===== config.mk =====
export PLATFORM = sky130hd
export DESIGN_NAME = ss_lane_bringup
export DESIGN_NICKNAME = d
export VERILOG_FILES = /design/src/rtl/ssb_pkg.sv /design/src/rtl/ssb_down_timer.sv /design/src/rtl/ssb_budget.sv /design/src/rtl/ssb_fsm.sv /design/src/rtl/ss_lane_bringup.sv
export SDC_FILE = /design/constraint.sdc
export NUM_CORES = 1
export LEC_CHECK = 0
export CORE_MARGIN = 2
export CORE_UTILIZATION = 60
export DETAILED_ROUTE_END_ITERATION = 12
export DONT_BUFFER_PORTS = 1
export PLACE_DENSITY = 0.82
export SYNTH_ARGS = -nofsm -noshare
export SYNTH_HDL_FRONTEND = slang
export SYNTH_SLANG_ARGS = --single-unit

===== constraint.sdc =====
create_clock -name clk -period 4.3 [get_ports clk]
set_input_delay 0.215 -clock clk [delete_from_list [all_inputs] [get_ports clk]]
set_output_delay 0.215 -clock clk [all_outputs]
set_load 0.01 [all_outputs]

===== src/rtl/ssb_pkg.sv =====
// Shared types for the lane bring-up sequencer.
// Assumes: nothing beyond IEEE 1800-2017.
package ssb_pkg;
    typedef enum logic [4:0] {
        ST_IDLE, ST_RST_PHY, ST_RST_LANE, ST_PWR_UP, ST_SETTLE,
        ST_TPD_CLR, ST_HOLD, ST_REL_PHY, ST_REL_LANE, ST_SRIS,
        ST_POLL, ST_POLL_WAIT, ST_WRITE, ST_READY, ST_DN_PHY, ST_DN_TPD
    } seq_state_t;
endpackage


===== src/rtl/ssb_down_timer.sv =====
// Loadable down counter used for every fixed wait of the sequencer.
// Assumes: load_i is a one-cycle pulse; done_o is high while count is zero.
module ssb_down_timer #(
    parameter int W = 8
) (
    input  logic         clk,
    input  logic         rst_n,
    input  logic         load_i,
    input  logic [W-1:0] value_i,
    output logic         done_o
);
    logic [W-1:0] cnt_q;

    // Load a new wait length or count down to zero.
    always_ff @(posedge clk) begin
        if (!rst_n)              cnt_q <= '0;
        else if (load_i)         cnt_q <= value_i;
        else if (cnt_q != '0)    cnt_q <= cnt_q - 1'b1;
    end

    assign done_o = (cnt_q == '0);
endmodule


===== src/rtl/ssb_budget.sv =====
// Saturating up counter that flags when the acknowledge poll budget is spent.
// Assumes: clear_i and run_i are never high together.
module ssb_budget #(
    parameter int W     = 16,
    parameter int LIMIT = 1000
) (
    input  logic clk,
    input  logic rst_n,
    input  logic clear_i,
    input  logic run_i,
    output logic expired_o
);
    localparam logic [W-1:0] LIM = W'(LIMIT);
    logic [W-1:0] cnt_q;

    // Count elapsed poll cycles, stopping at the limit.
    always_ff @(posedge clk) begin
        if (!rst_n || clear_i)          cnt_q <= '0;
        else if (run_i && cnt_q < LIM)  cnt_q <= cnt_q + 1'b1;
    end

    assign expired_o = (cnt_q >= LIM);
endmodule


===== src/rtl/ssb_fsm.sv =====
// Step sequencer: one output change per step, waits delegated to timers.
// Assumes: timer is loaded in the step before each wait step; all outputs registered.
module ssb_fsm
    import ssb_pkg::*;
#(
    parameter int TW         = 8,
    parameter int SETTLE_CYC = 10,
    parameter int HOLD_CYC   = 10,
    parameter int POLL_CYC   = 40
) (
    input  logic          clk,
    input  logic          rst_n,
    input  logic          start_i,
    input  logic          stop_i,
    input  logic          lane_ack_i,
    input  logic          wr_done_i,
    input  logic          tmr_done_i,
    input  logic          budget_out_i,
    output logic          tmr_load_o,
    output logic [TW-1:0] tmr_value_o,
    output logic          budget_clr_o,
    output logic          budget_run_o,
    output logic          phy_rst_o,
    output logic          lane_rst_n_o,
    output logic          pwr_o,
    output logic          test_pd_o,
    output logic          sris_o,
    output logic          req_o,
    output logic          ready_o,
    output logic          err_o
);
    seq_state_t st_q;

    // Timer and budget controls derived from the current step.
    always_comb begin
        tmr_load_o   = 1'b0;
        tmr_value_o  = '0;
        budget_clr_o = (st_q == ST_SRIS);
        budget_run_o = (st_q == ST_POLL) || (st_q == ST_POLL_WAIT);
        unique case (st_q)
            ST_PWR_UP:  begin tmr_load_o = 1'b1; tmr_value_o = TW'(SETTLE_CYC); end
            ST_TPD_CLR: begin tmr_load_o = 1'b1; tmr_value_o = TW'(HOLD_CYC);   end
            ST_POLL:    begin
                tmr_load_o  = lane_ack_i && !budget_out_i;
                tmr_value_o = TW'(POLL_CYC);
            end
            default: ;
        endcase
    end

    // Advance one step per cycle and update the registered controls.
    always_ff @(posedge clk) begin
        if (!rst_n) begin
            st_q         <= ST_IDLE;
            phy_rst_o    <= 1'b1;
            lane_rst_n_o <= 1'b0;
            pwr_o        <= 1'b0;
            test_pd_o    <= 1'b1;
            sris_o       <= 1'b0;
            req_o        <= 1'b0;
            ready_o      <= 1'b0;
            err_o        <= 1'b0;
        end else begin
            unique case (st_q)
                ST_IDLE:      if (start_i) begin err_o <= 1'b0; st_q <= ST_RST_PHY; end
                ST_RST_PHY:   begin phy_rst_o <= 1'b1;    st_q <= ST_RST_LANE; end
                ST_RST_LANE:  begin lane_rst_n_o <= 1'b0; st_q <= ST_PWR_UP;   end
                ST_PWR_UP:    begin pwr_o <= 1'b1;        st_q <= ST_SETTLE;   end
                ST_SETTLE:    if (tmr_done_i) st_q <= ST_TPD_CLR;
                ST_TPD_CLR:   begin test_pd_o <= 1'b0;    st_q <= ST_HOLD;     end
                ST_HOLD:      if (tmr_done_i) st_q <= ST_REL_PHY;
                ST_REL_PHY:   begin phy_rst_o <= 1'b0;    st_q <= ST_REL_LANE; end
                ST_REL_LANE:  begin lane_rst_n_o <= 1'b1; st_q <= ST_SRIS;     end
                ST_SRIS:      begin sris_o <= 1'b1;       st_q <= ST_POLL;     end
                ST_POLL: begin
                    if (!lane_ack_i) begin
                        req_o <= 1'b1; st_q <= ST_WRITE;
                    end else if (budget_out_i) begin
                        err_o <= 1'b1; req_o <= 1'b1; st_q <= ST_WRITE;
                    end else begin
                        st_q <= ST_POLL_WAIT;
                    end
                end
                ST_POLL_WAIT: if (tmr_done_i) st_q <= ST_POLL;
                ST_WRITE:     if (wr_done_i) begin req_o <= 1'b0; ready_o <= 1'b1; st_q <= ST_READY; end
                ST_READY:     if (stop_i) begin ready_o <= 1'b0; lane_rst_n_o <= 1'b0; st_q <= ST_DN_PHY; end
                ST_DN_PHY:    begin phy_rst_o <= 1'b1; st_q <= ST_DN_TPD; end
                ST_DN_TPD: begin
                    test_pd_o <= 1'b1;
                    pwr_o     <= 1'b0;
                    sris_o    <= 1'b0;
                    st_q      <= ST_IDLE;
                end
                default:      st_q <= ST_IDLE;
            endcase
        end
    end
endmodule


===== src/rtl/ss_lane_bringup.sv =====
// Top of the SuperSpeed lane bring-up sequencer: converts microsecond
// delays to cycles and ties the step sequencer to its timers.
// Assumes: CLK_HZ is at least 1 MHz; a control-register writer answers wr_req_o.
module ss_lane_bringup #(
    parameter int          CLK_HZ     = 50_000_000,
    parameter int          SETTLE_US  = 10,
    parameter int          HOLD_US    = 10,
    parameter int          POLL_US    = 40,
    parameter int          TIMEOUT_US = 20_000,
    parameter int          AW         = 16,
    parameter int          DW         = 16,
    parameter logic [15:0] CFG_ADDR   = 16'h0022,
    parameter logic [15:0] CFG_DATA   = 16'h00F5
) (
    input  logic          clk,
    input  logic          rst_n,
    input  logic          start_i,
    input  logic          stop_i,
    input  logic          lane_ack_i,
    input  logic          wr_done_i,
    output logic          phy_rst_o,
    output logic          lane_rst_n_o,
    output logic          ana_pwr_en_o,
    output logic          pma_stable_o,
    output logic          pcs_stable_o,
    output logic          test_pd_o,
    output logic          rx_sris_en_o,
    output logic          wr_req_o,
    output logic [AW-1:0] wr_addr_o,
    output logic [DW-1:0] wr_data_o,
    output logic          ready_o,
    output logic          ack_timeout_o
);
    localparam int CYC_US     = (CLK_HZ / 1_000_000 < 1) ? 1 : CLK_HZ / 1_000_000;
    localparam int SETTLE_CYC = SETTLE_US * CYC_US;
    localparam int HOLD_CYC   = HOLD_US * CYC_US;
    localparam int POLL_CYC   = POLL_US * CYC_US;
    localparam int TMO_CYC    = TIMEOUT_US * CYC_US;
    localparam int MAX_WAIT   = (SETTLE_CYC > HOLD_CYC) ?
                                ((SETTLE_CYC > POLL_CYC) ? SETTLE_CYC : POLL_CYC) :
                                ((HOLD_CYC > POLL_CYC) ? HOLD_CYC : POLL_CYC);
    localparam int TW         = $clog2(MAX_WAIT + 1);
    localparam int BW         = $clog2(TMO_CYC + 1);

    logic          tmr_load, tmr_done, bud_clr, bud_run, bud_out, pwr;
    logic [TW-1:0] tmr_value;

    ssb_down_timer #(.W(TW)) u_timer (
        .clk(clk), .rst_n(rst_n), .load_i(tmr_load),
        .value_i(tmr_value), .done_o(tmr_done)
    );

    ssb_budget #(.W(BW), .LIMIT(TMO_CYC)) u_budget (
        .clk(clk), .rst_n(rst_n), .clear_i(bud_clr),
        .run_i(bud_run), .expired_o(bud_out)
    );

    ssb_fsm #(
        .TW(TW), .SETTLE_CYC(SETTLE_CYC), .HOLD_CYC(HOLD_CYC), .POLL_CYC(POLL_CYC)
    ) u_fsm (
        .clk(clk), .rst_n(rst_n), .start_i(start_i), .stop_i(stop_i),
        .lane_ack_i(lane_ack_i), .wr_done_i(wr_done_i),
        .tmr_done_i(tmr_done), .budget_out_i(bud_out),
        .tmr_load_o(tmr_load), .tmr_value_o(tmr_value),
        .budget_clr_o(bud_clr), .budget_run_o(bud_run),
        .phy_rst_o(phy_rst_o), .lane_rst_n_o(lane_rst_n_o), .pwr_o(pwr),
        .test_pd_o(test_pd_o), .sris_o(rx_sris_en_o), .req_o(wr_req_o),
        .ready_o(ready_o), .err_o(ack_timeout_o)
    );

    // Supply enable and both power-good indications share one step.
    assign ana_pwr_en_o = pwr;
    assign pma_stable_o = pwr;
    assign pcs_stable_o = pwr;

    // Command fields are driven only while the request is up.
    assign wr_addr_o = wr_req_o ? AW'(CFG_ADDR) : '0;
    assign wr_data_o = wr_req_o ? DW'(CFG_DATA) : '0;
endmodule


==> impl_metrics.ini <==
[routing]
avgViaCountPerCell = 6.06
detail-route-antenna-nets = 0
avgRoutedWirePerCell_um = 14.1
drc_errors = 0
drt-initial-drc-count = 158
wirelength_mm = 5.09
drt_pass1_iterations = 4
detailroute.via_count = 2180

[floorplan]
floorplan.initialDensity_pct = 61.1
io-pin-count = 48
die-height_um = 70.1
dieArea_um2 = 4920
standard_cell_row_count = 24
design.core.area_um2 = 4290
die_width_um = 70.1

[clocking]
cts_setup_buffers = 0
cts_resized = 0
cts_tree = done
cts_buffer_depth = 2
holdBufCountCts = 0
clk_pin_slew_ns = 0.08
cts_inserted_buffers = 5
clock-sinks = 43
clock_insertion_delay_worst_skew_ns = 0.30
clk_root_buffer_cell = clkbuf_8
cts_h_tree_lvls = 2

[setup_path]
crit_path_cells = nand3b_1, nor3_1, a31oi_2, or4_1, a21oi_1
timing.critical_path.max_delay_family = simple AND/OR/NAND/NOR gates
worst-endpoint-arrival_ns = 2.99
startpoint_of_the_worst_register_to_register_path = u_fsm.st_q[1]$_SDFFE_PN0P_
cpMaxStageDelayCell = dfxtp_1
setup.worst_path.end_class = flip-flop
cp_slowest_stage_delay_ns = 0.80
reg2reg_to = u_budget.cnt_q[14]$_SDFFE_PP0P_
timing.setup.critical_path_class = flip-flop to flip-flop
r2r_setup_slk_ns = 1.54
cp.buffers_inverters = 0
worst_ep_required_time_ns = 4.53
worstSetupStartpointType = flip-flop
worst-r2r-cell-count = 5
critical_path_peak_fanout = 22

[outcome]
outcome = complete, no violations

[power]
design_power_mw = 1.09
cellLeakagePower_nw = 0.908
vdd_ir_drop_max_uv = 372
power-per-cell-area_nw_per_um2 = 423

[logic_synthesis]
synthArstFlopShare_pct = 0
yosysUniqueCellTypes = 54
synth.avg_cell_area_um2 = 8.08
synth_sequential_area_ratio_pct = 32.8
yosys_register_bits = 43
main_synth_ff_type = dfxtp_1
syn-cell-area_um2 = 2630
synthesized_instance_count = 325
synth_enable_flop_cells = 0
synth_warnings = 0

[min_path]
min_to = u_fsm.phy_rst_o$_SDFFE_PN1P_
hold-path-cell-count = 1
hold_path.class = input port to flip-flop
timing.hold.worst.start = rst_n

[timing]
tns_ns = 0
final_min_period_over_clock_period_pct = 64.1
worst_slew_pin_slew_ns = 0.928
finalHoldViolations = 0
final.hold.worst_slack_ns = 0.0117
maxClockFrequency_mhz = 363
finalSetupViolations = 0
grt_setup_unrepaired = no
timing.slew.headroom_pct = 38.1
post-route-min-period_ns = 2.76
setup_ws_ns = 1.54
final-max-slew-violation-count = 0
fin_worst_skew_ns = 0.00466

[place]
final_estimated_routing_congestion_in_global_placement = 0.873
post_dp_cell_area_um2 = 2480
post-dp-hpwl_mm = 3.60
placedCellCount = 352
worst_slack_after_detailed_placement_ns = 1.60
port_buffers = 0

[grt]
grt_max_degree = 25
grt_pass1_wl_mm = 9.03
total_gr_overflow = 0
grt_use_total_pct = 22.5
grt_antenna_before_repair = 0
first_global_vias = 1973

[job]
drv.max_cap_violation_count = 0

[cells_and_area]
final_area_um2 = 2580
fin_nets = 316
syn_to_final_growth_pct = -1.86
insertedDiodeCount = 0
fin_util_pct = 60.0
layoutNonFillerInstCount = 360
fraction_of_layout_cells_with_a_size_suffix_above_1_pct = 6.82
synth_stat cells, drive strengths merged (4+ instances only):
cell type | n | area (um^2)
xnor2 | 5 | 43.8
a31oi | 7 | 50.1
nand3 | 16 | 80.1
clkbuf | 10 | 37.5
dfxtp | 43 | 861
o31ai | 6 | 45.0
o31a | 4 | 35.0
xor2 | 4 | 35.0
or4 | 8 | 63.8
nand4 | 7 | 43.8
o21a | 9 | 67.6
nand2 | 22 | 82.6
nor2 | 17 | 63.8
inv | 11 | 41.3
or3 | 10 | 62.6
a21oi | 19 | 95.1
o21ai | 20 | 100
nor4 | 7 | 50.1
o211ai | 6 | 58.8
nor3 | 7 | 35.0
buf | 39 | 275
a21boi | 6 | 48.8
flip-flops by register name (all words and copies together) (netlist names):
register	flops
u_budget.cnt_q	20
u_fsm.err_o	1
u_fsm.lane_rst_n_o	1
u_fsm.phy_rst_o	1
u_fsm.pwr_o	1
u_fsm.ready_o	1
u_fsm.req_o	1
u_fsm.sris_o	1
u_fsm.st_q	4
u_fsm.test_pd_o	1
u_timer.cnt_q	11
cell type report:
cell class | instances | area [um^2]
Clock buffer | 8 | 100
Multi-Input combinational cell | 245 | 1500
Sequential cell | 43 | 861
Fill cell | 389 | 1720
Tap cell | 52 | 65.1
Timing Repair Buffer | 1 | 7.51
Inverter | 11 | 41.3
kinds of logic after synthesis:
group                    after synthesis  synth area share (%)
flip-flops                            43                  32.8
multiplexers                           2                 0.763
adder cells (fa/ha/maj)                3                  1.43
buffers and inverters                 60                  13.5
other                                  1                 0.143
AND/OR/NAND/NOR                      116                  24.4
XOR/XNOR                               9                  3.00
AO/OA/AOI/OAI                         91                  24.0
placed cells by master, fill, tap and decap left out, types with 2 or more instances in the layout:
cell and count:
a21bo_2 2, a21boi_0 4, a21oi_1 19, a31oi_1 6
and2_1 3, and3_1 2, clkbuf_8 7, conb_1 24
dfxtp_1 43, ha_1 3, inv_1 11, mux2i_1 2
nand2_1 22, nand2b_1 2, nand3_1 16, nand3b_1 2
nand4_1 7, nor2_1 17, nor2b_1 3, nor3_1 7
nor3b_1 2, nor4_1 6, o2111ai_1 3, o211a_1 2
o211ai_1 5, o21a_1 9, o21ai_0 20, o31a_1 4
o31ai_1 5, o41ai_1 2, or2_2 3, or3_1 10
or4_1 7, xnor2_1 5, xor2_1 4
worst max-delay path by stage:
| stage | from | slack [ns] | cells after the start | endpoint |
|---|---|---|---|---|
| 5_1_grt | u_fsm.st_q[1]$_SDFFE_PN0P_ | 1.26 | 5 | u_budget.cnt_q[14]$_SDFFE_PP0P_ |
| 3_5_place_dp | u_fsm.st_q[1]$_SDFFE_PN0P_ | 1.60 | 5 | u_budget.cnt_q[14]$_SDFFE_PP0P_ |
| 2_1_floorplan | u_timer.cnt_q[0]$_SDFFE_PN0P_ | 2.22 | 7 | u_fsm.st_q[0]$_SDFFE_PN0P_ |
| 4_1_cts | u_fsm.st_q[1]$_SDFFE_PN0P_ | 1.58 | 5 | u_budget.cnt_q[14]$_SDFFE_PP0P_ |
| 3_3_place_gp | u_fsm.st_q[1]$_SDFFE_PN0P_ | 1.69 | 5 | u_budget.cnt_q[14]$_SDFFE_PP0P_ |
| 6_report | u_fsm.st_q[1]$_SDFFE_PN0P_ | 1.54 | 5 | u_budget.cnt_q[14]$_SDFFE_PP0P_ |
report_power, final:
part | total [mW] | internal [mW] | switching [mW]
clock | 0.280 | 0.147 | 0.134
sequential | 0.520 | 0.444 | 0.0757
combinational | 0.289 | 0.137 | 0.151
total | 1.09 | 0.728 | 0.361
metal layers:
metal	routed length, um	vias up	track usage (%)
met1	2290	1010	30.2
met4	63	0	7.69
met2	2460	59	35.9
met5	0	-	0
li1	-	1104	-
met3	274	7	4.76
Power figures use the tool's default switching activity.
